===== src/rtl/psr_pkg.sv =====
package psr_pkg;
  typedef enum logic [2:0] {
    ST_OFF      = 3'd0,
    ST_IDLE     = 3'd1,
    ST_STATIC   = 3'd2,
    ST_SLEEP    = 3'd3,
    ST_ONEFRAME = 3'd4,
    ST_EXIT     = 3'd5
  } psrState_e;

  // strobes from the control FSM to the counter datapath
  typedef struct packed {
    logic clrIdle;
    logic incIdle;
    logic clrSleep;
    logic incSleep;
  } dpCmd_t;
endpackage


===== src/rtl/psr_dp.sv =====
module psr_dp
  import psr_pkg::*;
#(
  parameter int IDLE_W   = 4,
  parameter int SLEEP_W  = 5,
  parameter int MIN_IDLE = 6
) (
  input  logic               clk,
  input  logic               rstN,
  input  dpCmd_t             cmd,
  input  logic [IDLE_W-1:0]  idleCfg,
  input  logic [SLEEP_W-1:0] sleepCfg,
  output logic               idleHit,
  output logic               sleepHit
);
  localparam logic [IDLE_W-1:0] IDLE_FLOOR = IDLE_W'(MIN_IDLE);
  localparam logic [IDLE_W-1:0] IDLE_SAT   = {IDLE_W{1'b1}};

  logic [IDLE_W-1:0]  idleCnt;
  logic [SLEEP_W-1:0] sleepCnt;
  logic [IDLE_W-1:0]  effIdle;

  assign effIdle = (idleCfg < IDLE_FLOOR) ? IDLE_FLOOR : idleCfg;

  // clean-frame run length, saturating
  always_ff @(posedge clk) begin
    if (!rstN || cmd.clrIdle) idleCnt <= '0;
    else if (cmd.incIdle && idleCnt != IDLE_SAT) idleCnt <= idleCnt + 1'b1;
  end

  // frames spent in the active state
  always_ff @(posedge clk) begin
    if (!rstN || cmd.clrSleep) sleepCnt <= '0;
    else if (cmd.incSleep) sleepCnt <= sleepCnt + 1'b1;
  end

  assign idleHit  = (idleCnt >= effIdle);
  assign sleepHit = (sleepCfg != '0) && (sleepCnt == sleepCfg);
endmodule


===== src/rtl/psr_ctrl.sv =====
module psr_ctrl
  import psr_pkg::*;
(
  input  logic      clk,
  input  logic      rstN,
  input  logic      frameStart,
  input  logic      frameDirty,
  input  logic      ctlEnable,
  input  logic      ctlEntry,
  input  logic      autoMode,
  input  logic      sfuSet,
  input  logic      wakeAck,
  input  logic      idleHit,
  input  logic      sleepHit,
  output dpCmd_t    cmd,
  output psrState_e curState,
  output logic      inTrans,
  output logic      sfuPending,
  output logic      sendStatic,
  output logic      linkDown,
  output logic      wakeReq
);
  psrState_e nxtState;
  logic      entryReq;
  logic      exitReq;
  logic      sfuDone;

  assign entryReq = autoMode ? idleHit : ctlEntry;
  assign exitReq  = (autoMode ? (frameStart && frameDirty) : !ctlEntry) || sleepHit;

  always_comb begin
    nxtState = curState;
    if (!ctlEnable) nxtState = ST_OFF;
    else begin
      unique case (curState)
        ST_OFF:      nxtState = ST_IDLE;
        ST_IDLE:     if (entryReq) nxtState = ST_STATIC;
        ST_STATIC:   if (frameStart) nxtState = ST_SLEEP;
        ST_SLEEP: begin
          if (exitReq) nxtState = ST_EXIT;
          else if (frameStart && sfuPending) nxtState = ST_ONEFRAME;
        end
        ST_ONEFRAME: if (frameStart) nxtState = ST_SLEEP;
        ST_EXIT:     if (wakeAck) nxtState = ST_IDLE;
        default:     nxtState = ST_OFF;
      endcase
    end
  end

  assign sfuDone = (curState == ST_ONEFRAME) && (nxtState == ST_SLEEP);

  always_comb begin
    cmd.clrIdle  = (curState != ST_IDLE) || (frameStart && frameDirty);
    cmd.incIdle  = (curState == ST_IDLE) && frameStart && !frameDirty;
    cmd.clrSleep = (curState != ST_SLEEP);
    cmd.incSleep = (curState == ST_SLEEP) && frameStart;
  end

  always_ff @(posedge clk) begin
    if (!rstN) begin
      curState   <= ST_OFF;
      inTrans    <= 1'b0;
      sendStatic <= 1'b0;
      linkDown   <= 1'b0;
      wakeReq    <= 1'b0;
    end else begin
      curState   <= nxtState;
      inTrans    <= (nxtState == ST_STATIC) || (nxtState == ST_EXIT);
      sendStatic <= (nxtState == ST_STATIC) && (curState != ST_STATIC);
      linkDown   <= (nxtState == ST_SLEEP)  && (curState != ST_SLEEP);
      wakeReq    <= (nxtState == ST_EXIT)   && (curState != ST_EXIT);
    end
  end

  // one-shot update flag: a new request wins over completion
  always_ff @(posedge clk) begin
    if (!rstN || !ctlEnable || curState == ST_OFF) sfuPending <= 1'b0;
    else if (sfuSet) sfuPending <= 1'b1;
    else if (sfuDone) sfuPending <= 1'b0;
  end
endmodule


===== src/rtl/psr_seq.sv =====
module psr_seq
  import psr_pkg::*;
#(
  parameter int IDLE_W   = 4,
  parameter int SLEEP_W  = 5,
  parameter int MIN_IDLE = 6
) (
  input  logic               clk,
  input  logic               rstN,
  input  logic               frameStart,
  input  logic               frameDirty,
  input  logic               ctlEnable,
  input  logic               ctlEntry,
  input  logic               autoMode,
  input  logic               sfuSet,
  input  logic [IDLE_W-1:0]  idleCfg,
  input  logic [SLEEP_W-1:0] sleepCfg,
  input  logic               wakeAck,
  output logic [2:0]         stateOut,
  output logic               inTrans,
  output logic               sfuPending,
  output logic               sendStatic,
  output logic               linkDown,
  output logic               wakeReq
);
  dpCmd_t    cmd;
  psrState_e curState;
  logic      idleHit;
  logic      sleepHit;

  psr_ctrl ctrl_i (
    .clk(clk), .rstN(rstN), .frameStart(frameStart), .frameDirty(frameDirty),
    .ctlEnable(ctlEnable), .ctlEntry(ctlEntry), .autoMode(autoMode),
    .sfuSet(sfuSet), .wakeAck(wakeAck), .idleHit(idleHit), .sleepHit(sleepHit),
    .cmd(cmd), .curState(curState), .inTrans(inTrans), .sfuPending(sfuPending),
    .sendStatic(sendStatic), .linkDown(linkDown), .wakeReq(wakeReq)
  );

  psr_dp #(.IDLE_W(IDLE_W), .SLEEP_W(SLEEP_W), .MIN_IDLE(MIN_IDLE)) dp_i (
    .clk(clk), .rstN(rstN), .cmd(cmd), .idleCfg(idleCfg), .sleepCfg(sleepCfg),
    .idleHit(idleHit), .sleepHit(sleepHit)
  );

  assign stateOut = curState;
endmodule


===== config.mk =====
export PLATFORM = sky130hd
export DESIGN_NAME = psr_seq
export DESIGN_NICKNAME = d
export VERILOG_FILES = /design/src/rtl/psr_pkg.sv /design/src/rtl/psr_dp.sv /design/src/rtl/psr_ctrl.sv /design/src/rtl/psr_seq.sv
export SDC_FILE = /design/constraint.sdc
export NUM_CORES = 1
export LEC_CHECK = 0
export BUFFER_PORTS_ARGS = -buffer_cell sky130_fd_sc_hd__buf_2
export CORE_ASPECT_RATIO = 1.25
export CORE_MARGIN = 5
export CORE_UTILIZATION = 40
export DETAILED_ROUTE_END_ITERATION = 8
export SLEW_MARGIN = 20
export SYNTH_ARGS = -nofsm -noshare
export SYNTH_HDL_FRONTEND = slang
export SYNTH_SLANG_ARGS = --single-unit

===== constraint.sdc =====
create_clock -name clk -period 3.5 [get_ports clk]
set_clock_uncertainty 0.05 [all_clocks]
set_input_delay 0.175 -clock clk [delete_from_list [all_inputs] [get_ports clk]]
set_output_delay 0.175 -clock clk [all_outputs]
set_load 0.02 [all_outputs]

==> key figures <==
STA
  – Slew @ Worst Pin: 0.363 ns
  – Fin worst setup slack: 1.67 ns
  – Fmax: 0.546 GHz
  – Max-slew violations: 0
  – Normalized max-slew margin: 75.8%
  – Finish-stage setup viols: 0
  – Period utilization: 52.4%
  – Tmin final: 1.83 ns
  – Sum of negative setup slack: 0 ns
  – RSZ-0062 raised after global routing: false
  – Hold Vio Cnt, Final: 0

Clocking
  – Post-CTS setup buffers: 0
  – CTS H-tree lvls: 1
  – CTS Sinks: 17
  – Root Buffer: clkbuf_4
  – Post_cts resized: 0
  – Clock Tree Buf Depth: 2
  – Cts hold-fix bufs: 0
  – CTS tree: built
  – Cts bufs inserted: 3
  – Reg clk slew, reported paths: 0.09 ns
  – Clk_lat worst skew: 0.29 ns

Critical path
  – CP delay by family, top: simple AND/OR/NAND/NOR gates
  – Worst-path cell chain: inv_1, ha_1, nor3b_1, o211ai_1, o22ai_2, or3b_1, nor2_1
  – Worst path bufs/invs: 1
  – Worst Path Required: 3.69 ns
  – Crit. End Element: register
  – Worst-path fanout max: 4
  – Critical Path Start Type: register
  – Crit-path slowest cell: or3b_1
  – Crit path arrival time: 2.02 ns
  – Critical Path Max Stage Delay: 0.42 ns
  – CP Class: register to register

Die
  – Die width: 55.4 microns
  – Initial core utilization: 42.0%
  – IO Pins: 26
  – FP Rows: 20
  – Die height: 66.7 microns
  – Die area: 3700 sq um
  – Core Region: 2450 sq um

Synth
  – Seq/Total Area, Yosys: 33.0%
  – Yosys top cell by area: dfxtp_1
  – Async S/R FF share, synth: 0%
  – Seq cells post-synth: 17
  – Top-area cell type share of the netlist area: 33.0%
  – Syn nets: 145
  – Syn_area_per_cell: 8.51 sq um
  – Yosys Warn Count: 0
  – Synthesized area: 1030 sq um
  – Synth cell types: 42
  – Synthesized instance count: 121
  – Top post-synthesis cells by area: dfxtp_1, ha_1, nor2_1
  – Primary FF master, synth: dfxtp_1
  – EDFF count, synth: 0

Pwr
  – VDD IR max: 0.143 mV
  – Clk pwr share: 29.9%
  – Leakage: 0.486 nW
  – Gate power share: 13.1%
  – Power Internal: 0.260 mW
  – P_sw: 0.0880 mW
  – Overall power: 0.348 mW
  – Sw Ratio: 25.3%
  – Part of the power in registers: 57.0%
  – Pwr/cell area: 295 nW/um^2

GRT
  – Number of global-route vias before repair: 894
  – First-pass GRT wire length: 3710 microns
  – Largest net degree at the start of global routing: 14
  – Remaining global-route overflow: 0
  – Global Route Usage Sum: 12.6%
  – Initial antenna violation count: 0

Routing
  – Routed length per placed instance: 12.1 microns
  – Residual DRC count: 0
  – Vias after detailed routing: 914
  – Drt via density: 5.13
  – DRT Wirelength: 2150 microns
  – Pre-antenna DRT Iters: 4
  – Antenna Nets Post-Route: 0
  – Initial DRC Count: 7

Cells and area
  – N_diodes: 0
  – Most frequent cells in the layout: buf_2, nor2_1, dfxtp_1
  – Area grow syn2layout: 14.7%
  – NumNets Final: 170
  – Share of cells above drive strength 1: 22.1%
  – Commonest non-fill, non-tap cell in the layout: buf_2

Placement
  – DPL Wire Length: 1730 microns
  – Place WS: 1.68 ns
  – GP Congestion: 0.881
  – Port bufs: 25

Run
  – # Max-Cap Violations: 0

Status
  – Status: finished, final reports clean

Worst hold path
  – Type of the most critical hold path: primary input to register
## worst min-delay path, stage by stage
cell and delay (ns):
buf_2 0.11, nor2_1 0.08, a311oi_1 0.06
## final cells by class
type,instances,area [sq um]
tap,33,41.3
multi-input combinational,93,626
sequential,17,340
fill,273,1270
clock buffer,4,26.3
timing repair buffer,25,125
inverter,6,22.5
## cells in the mapped netlist, types with 2 or more instances
library cell and n:
a21oi_1 6, dfxtp_1 17, ha_1 6, inv_1 6
mux2i_1 3, nand2_1 10, nand2b_1 2, nand3_1 3
nand4_1 4, nor2_1 18, nor2b_1 4, nor3b_1 2
o211ai_1 2, xnor2_1 6, xor2_1 5
## power groups by stage
stage / registers [mW] / clock network (mW) / logic, mW
finish: 0.199 / 0.104 / 0.0456
detailed placement: 0.203 / 0 / 0.0456
floorplan: 0.203 / 0 / 0.0286
CTS: 0.199 / 0.111 / 0.0459
global route: 0.199 / 0.118 / 0.0514
global placement: 0.203 / 0 / 0.0454
## per-layer routing
metal  global-route usage [%]  vias to the layer above  wire length [microns]
met5                        0                        -                      0
met4                     6.99                        0                     45
met3                     3.10                        4                    118
met2                     21.2                       24                    998
met1                     14.7                      411                    987
li1                         -                      475                      -
## cell families after synthesis
group	share of synthesized area, %
compound gates	15.3
xor+xnor	9.36
fa+ha+maj	7.29
buf+inv	6.20
flops	33.1
mux	2.92
simple gates	25.9
## registers in the layout, summed over array words and instances (netlist names)
name and flops:
ctrl_i.inTrans 1, ctrl_i.curState 3, ctrl_i.linkDown 1, ctrl_i.sfuPending 1
ctrl_i.sendStatic 1, dp_i.idleCnt 4, ctrl_i.wakeReq 1, dp_i.sleepCnt 5
## final timing paths
path	cells after the start	from	to	slack (ns)
worst max-delay path	7	dp_i.idleCnt[0]	ctrl_i.sendStatic	1.67
worst max register to register	7	dp_i.idleCnt[0]	ctrl_i.sendStatic	1.67
worst min-delay path	3	sfuSet	ctrl_i.sfuPending	0.13
worst min register to register	2	dp_i.idleCnt[1]	dp_i.idleCnt[1]	0.51
## through the flow
| step | util [%] | cell area (sq um) | cells | hold WS, ns |
|---|---|---|---|---|
| global placement | 47.1 | 1150 | 174 | 0.431 |
| detailed placement | 47.1 | 1150 | 174 | 0.441 |
| finish | 48.2 | 1180 | 178 | 0.126 |
| global route | 48.2 | 1180 | 178 | 0.143 |
| CTS | 48.2 | 1180 | 178 | 0.123 |
| floorplan | - | 1030 | 121 | 0.253 |
No activity file was read; power rests on OpenSTA's default activity.
